File: config.mk
export PLATFORM = sky130hd
export DESIGN_NAME = sbr_reader
export DESIGN_NICKNAME = d
export VERILOG_FILES = /design/src/rtl/sbr_pkg.sv /design/src/rtl/sbr_chunk.sv /design/src/rtl/sbr_wait_qual.sv /design/src/rtl/sbr_ctrl.sv /design/src/rtl/sbr_reader.sv
export SDC_FILE = /design/constraint.sdc
export NUM_CORES = 1
export LEC_CHECK = 0
export ABC_AREA = 1
export BUFFER_PORTS_ARGS = -buffer_cell sky130_fd_sc_hd__buf_2
export CAP_MARGIN = 5
export CORE_AREA = 2 2 99 101
export CTS_BUF_LIST = sky130_fd_sc_hd__clkbuf_4 sky130_fd_sc_hd__clkbuf_8
export DETAILED_ROUTE_END_ITERATION = 7
export DIE_AREA = 0 0 101 103
export GPL_ROUTABILITY_DRIVEN = 0
export GPL_TIMING_DRIVEN = 0
export PLACE_DENSITY = 0.87
export SKIP_LAST_GASP = 1
export SLEW_MARGIN = 20
export SYNTH_ARGS = -nofsm -noshare
export SYNTH_HDL_FRONTEND = slang
export SYNTH_SLANG_ARGS = --single-unit
File: constraint.sdc
create_clock -name clk -period 5.9 [get_ports clk]
set_clock_uncertainty 0.1 [all_clocks]
set_input_delay 0.59 -clock clk [delete_from_list [all_inputs] [get_ports clk]]
set_output_delay 0.59 -clock clk [all_outputs]
set_load 0.02 [all_outputs]
File: src/rtl/sbr_pkg.sv
package sbr_pkg;

  typedef enum logic [2:0] {
    ST_IDLE,
    ST_ADV,
    ST_LAT,
    ST_DATA,
    ST_GAP,
    ST_FINISH
  } sbr_state_e;

  // Page length in 16-bit words for a page code; 0 means no splitting.
  function automatic int page_words(input logic [2:0] code);
    case (code)
      3'd1:    return 64;
      3'd2:    return 128;
      3'd3:    return 256;
      3'd4:    return 512;
      default: return 0;
    endcase
  endfunction

endpackage

File: src/rtl/sbr_chunk.sv
// Beats that the next device burst may carry: what is left of the request,
// clipped at the end of the current page.
module sbr_chunk #(
  parameter int WAW = 23,
  parameter int CW  = 11
) (
  input  logic [WAW-1:0] waddr,
  input  logic [CW-1:0]  left,
  input  logic [2:0]     page_code,
  output logic [CW-1:0]  beats
);
  import sbr_pkg::*;

  logic [CW-1:0] low_addr;
  logic [CW-1:0] pw;
  logic [CW-1:0] offset;
  logic [CW-1:0] to_end;

  generate
    if (WAW >= CW) begin : g_trunc
      assign low_addr = waddr[CW-1:0];
    end else begin : g_ext
      assign low_addr = {{(CW-WAW){1'b0}}, waddr};
    end
  endgenerate

  always_comb begin
    pw     = CW'(page_words(page_code));
    offset = low_addr & (pw - CW'(1));
    to_end = pw - offset;
    if (pw == '0) beats = left;
    else          beats = (left < to_end) ? left : to_end;
  end

endmodule

File: src/rtl/sbr_wait_qual.sv
// Decides whether the current data cycle carries a usable beat.
module sbr_wait_qual (
  input  logic clk,
  input  logic rst_n,
  input  logic in_data,
  input  logic wait_pin,
  input  logic en,
  input  logic pol,
  input  logic cur,
  output logic beat_ok
);
  logic wait_act;
  logic prev_act;

  assign wait_act = in_data && en && (wait_pin == pol);

  always_ff @(posedge clk) begin
    if (!rst_n) prev_act <= 1'b0;
    else        prev_act <= wait_act;
  end

  assign beat_ok = in_data && (cur ? !wait_act : !prev_act);

endmodule

File: src/rtl/sbr_ctrl.sv
// Burst sequencer: address phase, latency count, data phase, page gaps.
module sbr_ctrl #(
  parameter int WAW = 23,
  parameter int LW  = 10,
  parameter int DLW = 4,
  parameter int CW  = 11
) (
  input  logic           clk,
  input  logic           rst_n,
  input  logic [DLW-1:0] cfg_dlat,
  input  logic           req_valid,
  input  logic [WAW-1:0] req_waddr,
  input  logic [LW-1:0]  req_len,
  input  logic [CW-1:0]  chunk_beats,
  input  logic           beat_ok,
  output logic           req_ready,
  output logic           in_data,
  output logic           capture,
  output logic           finish,
  output logic [WAW-1:0] cur_waddr,
  output logic [CW-1:0]  total_left,
  output logic [WAW-1:0] burst_addr,
  output logic           cs_n,
  output logic           adv_n,
  output logic           oe_n
);
  import sbr_pkg::*;

  sbr_state_e     state;
  logic [DLW-1:0] lat_cnt;
  logic [CW-1:0]  burst_left;

  always_ff @(posedge clk) begin
    if (!rst_n) begin
      state      <= ST_IDLE;
      lat_cnt    <= '0;
      cur_waddr  <= '0;
      total_left <= '0;
      burst_left <= '0;
      burst_addr <= '0;
    end else begin
      case (state)
        ST_IDLE: begin
          if (req_valid) begin
            cur_waddr  <= req_waddr;
            burst_addr <= req_waddr;
            total_left <= CW'(req_len) + CW'(1);
            state      <= ST_ADV;
          end
        end
        ST_ADV: begin
          burst_left <= chunk_beats;
          lat_cnt    <= '0;
          state      <= ST_LAT;
        end
        ST_LAT: begin
          if (lat_cnt == cfg_dlat) state <= ST_DATA;
          else                     lat_cnt <= lat_cnt + DLW'(1);
        end
        ST_DATA: begin
          if (beat_ok) begin
            cur_waddr  <= cur_waddr + WAW'(1);
            total_left <= total_left - CW'(1);
            burst_left <= burst_left - CW'(1);
            if (burst_left == CW'(1)) begin
              burst_addr <= cur_waddr + WAW'(1);
              state      <= (total_left == CW'(1)) ? ST_FINISH : ST_GAP;
            end
          end
        end
        ST_GAP:    state <= ST_ADV;
        ST_FINISH: state <= ST_IDLE;
        default:   state <= ST_IDLE;
      endcase
    end
  end

  assign req_ready = (state == ST_IDLE);
  assign in_data   = (state == ST_DATA);
  assign capture   = in_data && beat_ok;
  assign finish    = (state == ST_FINISH);
  assign adv_n     = (state != ST_ADV);
  assign oe_n      = !((state == ST_LAT) || (state == ST_DATA));
  assign cs_n      = !((state == ST_ADV) || (state == ST_LAT) || (state == ST_DATA));

endmodule

File: src/rtl/sbr_reader.sv
module sbr_reader #(
  parameter int AW  = 24,
  parameter int LW  = 10,
  parameter int DLW = 4,
  parameter int DW  = 16
) (
  input  logic           clk,
  input  logic           rst_n,
  input  logic [DLW-1:0] cfg_dlat,
  input  logic           cfg_wait_en,
  input  logic           cfg_wait_pol,
  input  logic           cfg_wait_cur,
  input  logic [2:0]     cfg_page,
  input  logic           req_valid,
  output logic           req_ready,
  input  logic [AW-1:0]  req_addr,
  input  logic [LW-1:0]  req_len,
  output logic           rd_valid,
  output logic [DW-1:0]  rd_data,
  output logic           done,
  output logic           mem_clk_en,
  output logic           mem_cs_n,
  output logic           mem_adv_n,
  output logic           mem_oe_n,
  output logic [AW-2:0]  mem_addr,
  input  logic [DW-1:0]  mem_dq,
  input  logic           mem_wait
);
  localparam int WAW = AW - 1;
  localparam int CW  = (LW + 1 > 11) ? LW + 1 : 11;

  logic           in_data;
  logic           beat_ok;
  logic           capture;
  logic           finish;
  logic [WAW-1:0] cur_waddr;
  logic [CW-1:0]  total_left;
  logic [CW-1:0]  chunk_beats;
  logic [WAW-1:0] burst_addr;

  sbr_chunk #(.WAW(WAW), .CW(CW)) u_chunk (
    .waddr     (cur_waddr),
    .left      (total_left),
    .page_code (cfg_page),
    .beats     (chunk_beats)
  );

  sbr_wait_qual u_wait (
    .clk      (clk),
    .rst_n    (rst_n),
    .in_data  (in_data),
    .wait_pin (mem_wait),
    .en       (cfg_wait_en),
    .pol      (cfg_wait_pol),
    .cur      (cfg_wait_cur),
    .beat_ok  (beat_ok)
  );

  sbr_ctrl #(.WAW(WAW), .LW(LW), .DLW(DLW), .CW(CW)) u_ctrl (
    .clk         (clk),
    .rst_n       (rst_n),
    .cfg_dlat    (cfg_dlat),
    .req_valid   (req_valid),
    .req_waddr   (req_addr[AW-1:1]),
    .req_len     (req_len),
    .chunk_beats (chunk_beats),
    .beat_ok     (beat_ok),
    .req_ready   (req_ready),
    .in_data     (in_data),
    .capture     (capture),
    .finish      (finish),
    .cur_waddr   (cur_waddr),
    .total_left  (total_left),
    .burst_addr  (burst_addr),
    .cs_n        (mem_cs_n),
    .adv_n       (mem_adv_n),
    .oe_n        (mem_oe_n)
  );

  always_ff @(posedge clk) begin
    if (!rst_n) begin
      rd_valid <= 1'b0;
      rd_data  <= '0;
      done     <= 1'b0;
    end else begin
      rd_valid <= capture;
      if (capture) rd_data <= mem_dq;
      done <= finish;
    end
  end

  assign mem_clk_en = !mem_cs_n;
  assign mem_addr   = burst_addr;

endmodule

==> flow_metrics.py, run 1 <==
metrics = {
    "setup_path": {
        "cp_common_cell": "nand2_1",
        "slowest_delay_ns": 0.29,
        "reg2reg_depth": 22,
        "crit_chain": "buf_2 -> inv_1 -> nand3_1 -> ha_1 -> nand2_1 -> o21ai_0 -> nor2_1 -> nand2_1 -> nand2_1 -> nand2_1 -> and2_1 -> ha_1 -> nand2_1 -> nor2_1 -> and2_1 -> nand2_1 -> nand3_1 -> nand2_1 -> buf_2 -> o211ai_1 -> a21oi_1",
        "arrival_ns": 3.52,
        "critPathTopFamily": "simple AND/OR/NAND/NOR gates",
        "r2r-end": "u_ctrl.burst_left[2]",
        "crit_required_ns": 6.07,
        "regToRegSetupSlack_ns": 2.60,
        "critical_path.startpoint_type": "input pin",
        "worstSetupPathType": "in2reg",
        "crit_fanout": 10,
        "worstReg2RegStart": "u_ctrl.cur_waddr[0]",
        "worst_path_max_delay_cell": "ha_1",
        "crit_path_end_kind": "flop",
        "cp_num_buf_inv": 3,
    },
    "clock_tree": {
        "cts_hold_buf": 0,
        "numCtsBuffers": 9,
        "cts_tree": "yes",
        "cts_setup_buffers": 0,
        "cts_sinks": 94,
        "path_clk_slew_ns": 0.10,
        "root_buffer": "clkbuf_8",
        "ctsHtreeMaxLevel": 3,
        "cts_buffer_depth": 2,
        "clkLatencyLatePin_ns": 0.38,
        "cts.repair.resized": 0,
    },
    "synthesis": {
        "synth-seq-cells": 94,
        "yosysSeqAreaShare_pct": 33.08,
        "ys_warn_count": 0,
        "syn_inst": 863,
        "postSynth.asyncResetShare_pct": 0,
        "yosys.area.top_type_share_pct": 33.08,
        "ys.flop_type": "dfxtp_1",
        "syn_area_mm2": 0.005688,
        "synth_area_leader_cell": "dfxtp_1",
        "synth_edf_count": 0,
        "ys_top_cells_by_area": "dfxtp_1, nand2_1, o21ai_0",
        "syn_nets": 947,
        "avgSynthCellArea_um2": 6.591,
        "yosys.cell_types.count": 45,
    },
    "place": {
        "placed_cells": 1084,
        "place_hpwl_um": 12240,
        "io_buffers": 107,
    },
    "finish": {
        "final_nets": 1065,
        "antenna_cells": 0,
        "final_common_cell": "nand2_1",
        "fin_cells": 1100,
        "fillers": 833,
        "final_cell_mix": "nand2_1, buf_2, o21ai_0",
        "drive_above_1_share_pct": 16.94,
        "area_delta_synth_final_pct": 15.31,
    },
    "detailed_routing": {
        "postRouteAntennaNets": 0,
        "vias_per_cell": 5.632,
        "wl_per_cell_um": 15.01,
        "vias": 6195,
        "dr.pass1.iters": 7,
        "drt_drc_violations_left": 1,
        "wirelength_um": 16520,
        "drtIter0Drc": 472,
    },
    "sta": {
        "maxSlewViolCount": 0,
        "totalNegativeSetupSlack_ns": 0,
        "max_slew_margin_pct": 48.39,
        "grt_setup_unrepaired": "false",
        "fmax_ghz": 0.2983,
        "worst_pin_slew_ns": 0.7741,
        "finalCritPeriodShare_pct": 56.81,
        "period_minus_slack_ns": 3.352,
        "finalHoldViolCount": 0,
        "setup_viol": 0,
    },
    "floorplanning": {
        "die_area_mm2": 0.01040,
        "pin_count": 110,
        "num_rows": 36,
        "die-width_um": 101,
        "start_util_pct": 60.13,
        "die_h_um": 103,
        "core_area_mm2": 0.009459,
    },
    "global_route": {
        "antenna_found_initial": 0,
        "grtUsageTotal_pct": 31.47,
        "grt_pass1_wl_um": 25880,
        "grt_max_degree": 19,
        "grt_overflow": 0,
        "grt_pass1_vias": 5563,
    },
    "hold_path": {
        "hold_depth": 2,
        "hp-class": "reg2reg",
        "min_from": "rd_data[9]",
        "hold_end": "rd_data[9]",
    },
    "power_and_ir_drop": {
        "p_per_area_mw_per_mm2": 478.5,
        "vdd_drop_max_mv": 0.2789,
        "leakagePower_uw": 0.003137,
    },
    "run_status": {
        "status": "finished with violations",
        "violations": "DRC",
    },
    "flow_run": {
        "cap_violations": 0,
    },
}
==> cells in the mapped netlist (2+ instances only) <==
| cell type | instances |
|---|---|
| nand2_1 | 164 |
| o21ai_0 | 99 |
| nor2_1 | 98 |
| dfxtp_1 | 94 |
| inv_1 | 90 |
| a21oi_1 | 89 |
| nand3_1 | 53 |
| ha_1 | 20 |
| clkbuf_1 | 15 |
| o21ai_1 | 15 |
| xor2_1 | 15 |
| a31oi_1 | 13 |
| buf_2 | 13 |
| nand4_1 | 12 |
| nor3_1 | 10 |
| xnor2_1 | 9 |
| inv_2 | 5 |
| nor2_2 | 5 |
| mux2i_1 | 4 |
| or2_2 | 4 |
| buf_6 | 3 |
| clkbuf_2 | 3 |
| nand3b_1 | 3 |
| and2_1 | 2 |
| nand2_2 | 2 |
| nor4_1 | 2 |
| o211ai_1 | 2 |
| o31ai_1 | 2 |
==> routing by layer <==
| layer | vias to the layer above | routed length [um] | track usage [%] |
|---|---|---|---|
| met2 | 269 | 7994 | 55.18 |
| met5 | - | 0 | 0 |
| li1 | 3098 | - | - |
| met4 | 0 | 598 | 14.97 |
| met3 | 57 | 1079 | 4.271 |
| met1 | 2771 | 6843 | 38.30 |
==> worst max-delay path by stage <==
stage / start / end / slack [ns] / cells after the start
after detailed placement: cfg_page[2] / u_ctrl.burst_left[1] / 2.20 / 21
after global placement: cfg_page[2] / u_ctrl.burst_left[1] / 2.25 / 22
after CTS: cfg_page[2] / u_ctrl.burst_left[1] / 2.59 / 21
final: cfg_page[2] / u_ctrl.burst_left[2] / 2.55 / 21
after global routing: cfg_page[2] / u_ctrl.burst_left[1] / 2.20 / 22
after floorplan: cfg_page[2] / u_ctrl.burst_left[2] / 2.76 / 21
==> sequential cells by signal, summed over array words and instances, names as in the netlist <==
register and flops:
rd_valid 1, u_ctrl.lat_cnt 4, rd_data 16, u_ctrl.total_left 11, u_wait.prev_act 1, done 1, u_ctrl.burst_addr 23, u_ctrl.burst_left 11
u_ctrl.state 3, u_ctrl.cur_waddr 23
==> report_power, final <==
| part | switching [uW] | internal (uW) | total (uW) | leakage (uW) |
|---|---|---|---|---|
| logic | 1100 | 568 | 1670 | 0.00227 |
| registers | 187 | 841 | 1030 | 0.000773 |
| clock network | 273 | 164 | 437 | 0.0000964 |
| total | 1560 | 1570 | 3140 | 0.00314 |
==> through the flow <==
step                      setup slack, ns  util, %  power, uW  hold slack (ns)  instance area [um^2]
after floorplan                     2.765        -       2208           0.3572                  5688
after global placement              2.251    67.30       2629           0.3292                  6366
after detailed placement            2.200    67.30       2666           0.3334                  6366
after CTS                           2.589    69.34       3104           0.3492                  6559
after global routing                2.196    69.34       3374           0.3716                  6559
final                               2.548    69.34       3139           0.3479                  6559
==> final cells by class <==
| cell class | count | area [um^2] | area share (%) |
|---|---|---|---|
| sequential | 94 | 1882 | 28.69 |
| clock inverter | 7 | 68.82 | 1.049 |
| tap | 114 | 142.6 | 2.175 |
| clock buffer | 9 | 123.9 | 1.889 |
| inverter | 96 | 361.6 | 5.513 |
| buffer | 36 | 181.4 | 2.766 |
| multi-input combinational | 637 | 3263 | 49.75 |
| timing repair buffer | 107 | 535.5 | 8.165 |
==> worst reg2reg max path, cell delays in order (launching register included) <==
cell and delay, ns:
dfxtp_1 0.33, clkbuf_2 0.18, inv_1 0.10, ha_1 0.19, inv_1 0.06, nor2_1 0.20, nand3_1 0.13, nand2_1 0.10
nand2_1 0.07, nand2_1 0.06, nand2_1 0.06, nand2_1 0.05, inv_1 0.04, ha_1 0.28, nand2_1 0.07, nor2_1 0.15
and2_1 0.14, nand2_1 0.05, nand3_1 0.12, nand2_1 0.15, buf_2 0.22, o211ai_1 0.25, a21oi_1 0.09
==> logic make-up (layout without fill, tap and decap cells) <==
family / after synthesis / count (layout) / share of synthesized area (%)
adder cells (fa/ha/maj): 20 / 20 / 4.399
AND/OR/NAND/NOR: 363 / 363 / 27.83
multiplexers: 4 / 4 / 0.7039
AO/OA/AOI/OAI: 226 / 226 / 20.74
XOR/XNOR: 24 / 24 / 3.696
buffers and inverters: 132 / 255 / 9.546
flip-flops: 94 / 94 / 33.08
(Power assumes the default switching activity.)
==> run 2, diff against run 1 <==
--- a/config.mk
+++ b/config.mk
@@ -8,13 +8,13 @@
 export ABC_AREA = 1
 export BUFFER_PORTS_ARGS = -buffer_cell sky130_fd_sc_hd__buf_2
 export CAP_MARGIN = 5
-export CORE_AREA = 2 2 99 101
+export CORE_AREA = 2 2 103 105
 export CTS_BUF_LIST = sky130_fd_sc_hd__clkbuf_4 sky130_fd_sc_hd__clkbuf_8
 export DETAILED_ROUTE_END_ITERATION = 7
-export DIE_AREA = 0 0 101 103
+export DIE_AREA = 0 0 105 107
 export GPL_ROUTABILITY_DRIVEN = 0
 export GPL_TIMING_DRIVEN = 0
-export PLACE_DENSITY = 0.87
+export PLACE_DENSITY = 0.81
 export SKIP_LAST_GASP = 1
 export SLEW_MARGIN = 20
 export SYNTH_ARGS = -nofsm -noshare
==> constraint.sdc (replaced) <==
create_clock -name clk -period 3.2 [get_ports clk]
set_clock_uncertainty 0.1 [all_clocks]
set_input_delay 0.32 -clock clk [delete_from_list [all_inputs] [get_ports clk]]
set_output_delay 0.32 -clock clk [all_outputs]
set_load 0.02 [all_outputs]
==> run 2 against run 1 <==
The run now ends clean. First-iteration DRC count is 15% lower. Total power is 88% higher. Routed wire length rose by 0.85%. Final area is 1.3% higher. Global-route usage fell by 1.6 points. Sequential power is 84% higher. Count of clock-buffer cells in the layout up 1. Register-to-register slack got worse by 2.4 ns.
==> flow_metrics.py, run 2 (same netlist as run 1, synthesis figures left out) <==
metrics = {
    "hold_path": {
        "hold_end": "u_wait.prev_act",
        "min_from": "cfg_wait_en",
        "hold_depth": 3,
        "hp-class": "in2reg",
    },
    "power_and_ir_drop": {
        "vdd_drop_max_mv": 0.4993,
        "leakagePower_uw": 0.003168,
        "p_per_area_mw_per_mm2": 886.4,
    },
    "finish": {
        "drive_above_1_share_pct": 17.91,
        "final_cell_mix": "nand2_1, buf_2, o21ai_0",
        "antenna_cells": 0,
        "area_delta_synth_final_pct": 16.76,
        "reg.largest.list": "u_ctrl.burst_addr: 23 flops, u_ctrl.cur_waddr: 23 flops, rd_data: 16 flops",
        "finish.utilization_pct": 65.81,
        "final_nets": 1067,
        "final_common_cell": "nand2_1",
        "fillers": 979,
        "fin_cells": 1124,
    },
    "setup_path": {
        "regToRegSetupSlack_ns": 0.24,
        "critical_path.startpoint_type": "flop",
        "cp_common_cell": "nand2_1",
        "r2r-end": "u_ctrl.burst_left[2]",
        "crit_path_end_kind": "flop",
        "worstReg2RegStart": "u_ctrl.cur_waddr[2]",
        "cp_num_buf_inv": 2,
        "slowest_delay_ns": 0.39,
        "crit_chain": "inv_1 -> nand3_1 -> nor2_1 -> nand3_1 -> nand2_1 -> nand2_1 -> nand2_1 -> nand2_1 -> and2_1 -> ha_1 -> nand2_1 -> nor2_2 -> and2_1 -> nand2_1 -> nand3_2 -> nand2_2 -> buf_6 -> o211ai_1 -> a21oi_1",
        "crit_cells": 19,
        "reg2reg_depth": 19,
        "crit_fanout": 10,
        "worst_path_max_delay_cell": "dfxtp_1",
        "arrival_ns": 3.12,
        "worstSetupPathType": "reg2reg",
        "critPathTopFamily": "simple AND/OR/NAND/NOR gates",
        "crit_required_ns": 3.36,
    },
    "floorplanning": {
        "core_area_mm2": 0.01009,
        "die_h_um": 107,
        "die-width_um": 105,
        "die_area_mm2": 0.01124,
        "pin_count": 110,
        "start_util_pct": 56.36,
        "num_rows": 37,
    },
    "detailed_routing": {
        "wl_per_cell_um": 14.82,
        "wirelength_um": 16660,
        "postRouteAntennaNets": 0,
        "drtIter0Drc": 402,
        "dr.pass1.iters": 5,
        "drt_drc_violations_left": 0,
        "vias": 6176,
        "vias_per_cell": 5.495,
    },
    "sta": {
        "fin_hold_ws_ns": 0.08943,
        "fin_ws_ns": 0.2429,
        "fmax_ghz": 0.3382,
        "maxSlewViolCount": 0,
        "max_slew_margin_pct": 49.58,
        "period_minus_slack_ns": 2.957,
        "totalNegativeSetupSlack_ns": 0,
        "worst_pin_slew_ns": 0.7563,
        "setup_viol": 0,
        "finalHoldViolCount": 0,
        "finalCritPeriodShare_pct": 92.41,
    },
    "clock_tree": {
        "numCtsBuffers": 9,
        "root_buffer": "clkbuf_8",
        "cts_tree": "yes",
        "cts_buffer_depth": 2,
        "clkLatencyLatePin_ns": 0.38,
        "cts_sinks": 94,
        "ctsHtreeMaxLevel": 3,
        "path_clk_slew_ns": 0.10,
    },
    "place": {
        "placed_cells": 1106,
        "dp_slack_ns": -0.2366,
        "place_hpwl_um": 12680,
        "io_buffers": 107,
    },
    "global_route": {
        "grt_max_degree": 17,
        "grt_pass1_wl_um": 26750,
        "antenna_found_initial": 0,
        "grt_overflow": 0,
        "grt_pass1_vias": 5766,
        "grtUsageTotal_pct": 29.90,
    },
    "flow_run": {
        "cap_violations": 0,
    },
    "run_status": {
        "status": "finished, final reports clean",
    },
}
-- run 2: worst max-delay path by stage --
stage | from | to | slack (ns)
6_report | u_ctrl.cur_waddr[2] | u_ctrl.burst_left[2] | 0.24
5_1_grt | u_ctrl.cur_waddr[0] | u_ctrl.burst_left[2] | -0.02
4_1_cts | u_ctrl.cur_waddr[0] | u_ctrl.burst_left[2] | 0.01
3_5_place_dp | cfg_page[2] | u_ctrl.burst_left[2] | -0.24
3_3_place_gp | cfg_page[2] | u_ctrl.burst_left[2] | -0.20
2_1_floorplan | cfg_page[2] | u_ctrl.burst_left[2] | 0.33
-- run 2: metal layers --
layer  GRT usage [%]  routed length (um)  up-vias
met3           4.255                 950       52
met2           52.69                8135      244
met1           35.03                6857     2782
met4           16.29                 714        0
met5               0                   0        -
li1                -                   -     3098
-- run 2: area by class of cell --
cell class | count | area (um^2) | area share (%)
tap | 136 | 170.2 | 2.562
clock inverter | 6 | 68.82 | 1.036
timing repair buffer | 110 | 558.0 | 8.402
clock buffer | 10 | 131.4 | 1.978
multi-input combinational | 637 | 3283 | 49.43
inverter | 96 | 361.6 | 5.445
buffer | 35 | 182.7 | 2.751
sequential | 94 | 1886 | 28.39
-- run 2: power breakdown --
group | leakage [uW] | internal, uW | switching, uW
Combinational | 0.00229 | 1090 | 2050
Sequential | 0.000774 | 1550 | 350
Clock | 0.000106 | 379 | 469
Total | 0.00317 | 3020 | 2870
-- run 2: through the flow --
step | instance area (um^2) | power (uW)
after global placement | 6394 | 4860
after detailed placement | 6394 | 4934
after global routing | 6641 | 6365
after floorplan | 5688 | 4072
final | 6641 | 5887
after CTS | 6601 | 5794
-- run 2: worst register-to-register path, stage by stage, from the launching register on --
cell	delay, ns
dfxtp_1	0.39
inv_1	0.14
nand3_1	0.12
nor2_1	0.18
nand3_1	0.10
nand2_1	0.10
nand2_1	0.08
nand2_1	0.06
nand2_1	0.05
and2_1	0.14
ha_1	0.26
nand2_1	0.08
nor2_2	0.12
and2_1	0.15
nand2_1	0.08
nand3_2	0.10
nand2_2	0.10
buf_6	0.16
o211ai_1	0.23
a21oi_1	0.09
-- run 2: what timing repair did --
action	in CTS	in global routing
cloned	0	0
setup buffers	0	3
hold buffers	0	0
hold endpoints to repair	0	0
pin swaps	0	5
gates resized for setup	3	9
endpoints found under the setup margin	8	11
==> run 3, diff against run 2 <==
--- a/config.mk
+++ b/config.mk
@@ -15,6 +15,7 @@
 export GPL_ROUTABILITY_DRIVEN = 0
 export GPL_TIMING_DRIVEN = 0
 export PLACE_DENSITY = 0.81
+export SETUP_SLACK_MARGIN = 0.02
 export SKIP_LAST_GASP = 1
 export SLEW_MARGIN = 20
 export SYNTH_ARGS = -nofsm -noshare
==> constraint.sdc (replaced) <==
create_clock -name clk -period 3.2 [get_ports clk]
set_clock_uncertainty 0.1 [all_clocks]
set_input_delay 0.64 -clock clk [delete_from_list [all_inputs] [get_ports clk]]
set_output_delay 0.64 -clock clk [all_outputs]
set_load 0.02 [all_outputs]
==> run 3 against run 2 <==
Die area did not move. Global-route usage shrank 0.60 points. Worst hold slack improved by 0.26 ns. Sequential cell count stayed put. Combinational power barely moved. Count of clock-buffer cells in the layout unchanged. Critical endpoint unchanged. Via count fell by 0.44%. Critical path type is now in2reg.
==> flow_metrics.py, run 3 (same netlist as run 1, synthesis figures left out) <==
metrics = {
    "power_and_ir_drop": {
        "power_uw": 5916,
        "leakagePower_uw": 0.003176,
        "p_per_area_mw_per_mm2": 881.7,
        "vdd_drop_max_mv": 0.5111,
    },
    "clock_tree": {
        "ctsHtreeMaxLevel": 3,
        "root_buffer": "clkbuf_8",
        "cts_tree": "yes",
        "clkLatencyLatePin_ns": 0.37,
        "path_clk_slew_ns": 0.10,
        "cts_sinks": 94,
        "cts_buffer_depth": 2,
        "numCtsBuffers": 9,
    },
    "finish": {
        "final_common_cell": "nand2_1",
        "final_cell_mix": "nand2_1, buf_2, o21ai_0",
        "final_nets": 1067,
        "fillers": 967,
        "fin_area_mm2": 0.006709,
        "reg.largest.list": "u_ctrl.burst_addr: 23 flops, u_ctrl.cur_waddr: 23 flops, rd_data: 16 flops",
        "antenna_cells": 0,
        "multiInputGateArea_mm2": 0.003341,
        "area_delta_synth_final_pct": 17.95,
        "drive_above_1_share_pct": 18.93,
        "seqCellArea_mm2": 0.001883,
    },
    "sta": {
        "maxSlewViolCount": 0,
        "finalHoldViolCount": 0,
        "worst_pin_slew_ns": 0.8153,
        "max_slew_margin_pct": 45.65,
        "finalCritPeriodShare_pct": 95.53,
        "period_minus_slack_ns": 3.057,
        "fmax_ghz": 0.3271,
        "fin_ws_ns": 0.1429,
        "setup_viol": 0,
    },
    "setup_path": {
        "critical_path.startpoint_type": "input pin",
        "worst_path_max_delay_cell": "ha_1",
        "cp_num_buf_inv": 2,
        "slowest_delay_ns": 0.30,
        "crit_path_end_kind": "flop",
        "crit_fanout": 7,
        "critPathTopFamily": "simple AND/OR/NAND/NOR gates",
        "crit_required_ns": 3.35,
        "crit_chain": "buf_2 -> nor2_4 -> nand2_2 -> ha_1 -> nor2_1 -> nor2_1 -> a21oi_1 -> nand3_1 -> and2_1 -> ha_1 -> nand2_2 -> nor2_4 -> and2_1 -> nand2_1 -> nand3_2 -> nand2_4 -> buf_6 -> o211ai_1 -> a21oi_1",
        "arrival_ns": 3.21,
        "worstSetupPathType": "in2reg",
        "regToRegSetupSlack_ns": 0.29,
    },
    "floorplanning": {
        "pin_count": 110,
        "die_h_um": 107,
        "num_rows": 37,
        "die_area_mm2": 0.01124,
        "die-width_um": 105,
        "start_util_pct": 56.36,
        "core_area_mm2": 0.01009,
    },
    "detailed_routing": {
        "wirelength_um": 16510,
        "vias": 6149,
        "wl_per_cell_um": 14.69,
        "drtIter0Drc": 357,
        "vias_per_cell": 5.471,
        "dr.pass1.iters": 6,
        "postRouteAntennaNets": 0,
        "drt_drc_violations_left": 0,
    },
    "global_route": {
        "grt_pass1_wl_um": 26520,
        "grt_max_degree": 18,
        "grtUsageTotal_pct": 29.30,
        "grt_pass1_vias": 5682,
        "grt_overflow": 0,
        "antenna_found_initial": 0,
    },
    "hold_path": {
        "hp-class": "reg2reg",
    },
    "run_status": {
        "status": "finished, final reports clean",
    },
    "place": {
        "io_buffers": 107,
        "place_hpwl_um": 12600,
        "dp_slack_ns": -0.5378,
        "placed_cell_area_mm2": 0.006396,
    },
    "flow_run": {
        "cap_violations": 0,
    },
}
-- run 3: cell types whose count changed in the layout (fill, tap and decap cells not counted), moves of 2 or more --
cell | before | now
inv_2 | 6 | 8
a21oi_2 | 0 | 2
nand2_1 | 163 | 159
clkinv_2 | 3 | 1
o21ai_1 | 15 | 17
inv_1 | 89 | 87
a21oi_1 | 89 | 87
nand2_2 | 3 | 6
o21ai_0 | 99 | 97
nor2_4 | 1 | 3
-- run 3: stage by stage --
stage | cells | hold WS (ns) | util (%) | setup TNS [ns]
3_3_place_gp | 1106 | 0.3291 | 63.38 | -4.216
6_report | 1124 | 0.3451 | 66.48 | 0
5_1_grt | 1124 | 0.3724 | 66.48 | -0.001903
4_1_cts | 1123 | 0.3473 | 65.71 | 0
3_5_place_dp | 1106 | 0.3331 | 63.38 | -5.015
2_1_floorplan | 863 | 0.3572 | - | 0
-- run 3: routing by layer --
layer | wire [um] | vias to the layer above | GRT usage [%]
li1 | - | 3092 | -
met1 | 6720 | 2789 | 35.09
met2 | 7994 | 223 | 51.39
met3 | 1043 | 45 | 3.708
met4 | 755 | 0 | 15.33
met5 | 0 | - | 0
-- run 3: final timing paths --
| check | startpoint | endpoint | cells past startpoint |
|---|---|---|---|
| worst max-delay path | cfg_page[2] | u_ctrl.burst_left[2] | 19 |
| worst min-delay path | rd_data[0] | rd_data[0] | 2 |
| worst max register to register | u_ctrl.cur_waddr[0] | u_ctrl.burst_left[2] | 21 |
| worst min register to register | rd_data[0] | rd_data[0] | 2 |
-- run 3: cell type report --
class | instances | area share, %
flip-flops and latches | 94 | 28.07
repair buffers | 110 | 8.374
multi-input cells | 637 | 49.79
inverters | 96 | 5.390
clock buffers | 10 | 1.958
plain buffers | 35 | 2.723
clock inverters | 6 | 1.156
well taps | 136 | 2.536
-- run 3: timing repair --
item | 4_1_cts | 5_1_grt
hold buffers | 0 | 0
pin swaps | 3 | 5
resized for setup | 5 | 23
buffers inserted | 1 | 1
cloned | 0 | 1
endpoints found under the setup margin | 9 | 11
-- run 3: report_power, final --
| part | total (uW) | internal [uW] | switching, uW | leakage [uW] |
|---|---|---|---|---|
| Sequential | 1910 | 1550 | 356 | 0.000774 |
| Combinational | 3150 | 1090 | 2060 | 0.00230 |
| Clock | 858 | 386 | 472 | 0.000104 |
| Total | 5920 | 3030 | 2890 | 0.00318 |
-- run 3: worst register-to-register path: cells and delay by family, from the launching register on --
kind / cells / cell delay [ns]
adders and majority gates: 2 / 0.46
buffers and inverters: 4 / 0.37
and+or+nand+nor: 13 / 1.20
AOI/OAI and AO/OA: 2 / 0.29
DFF: 1 / 0.39
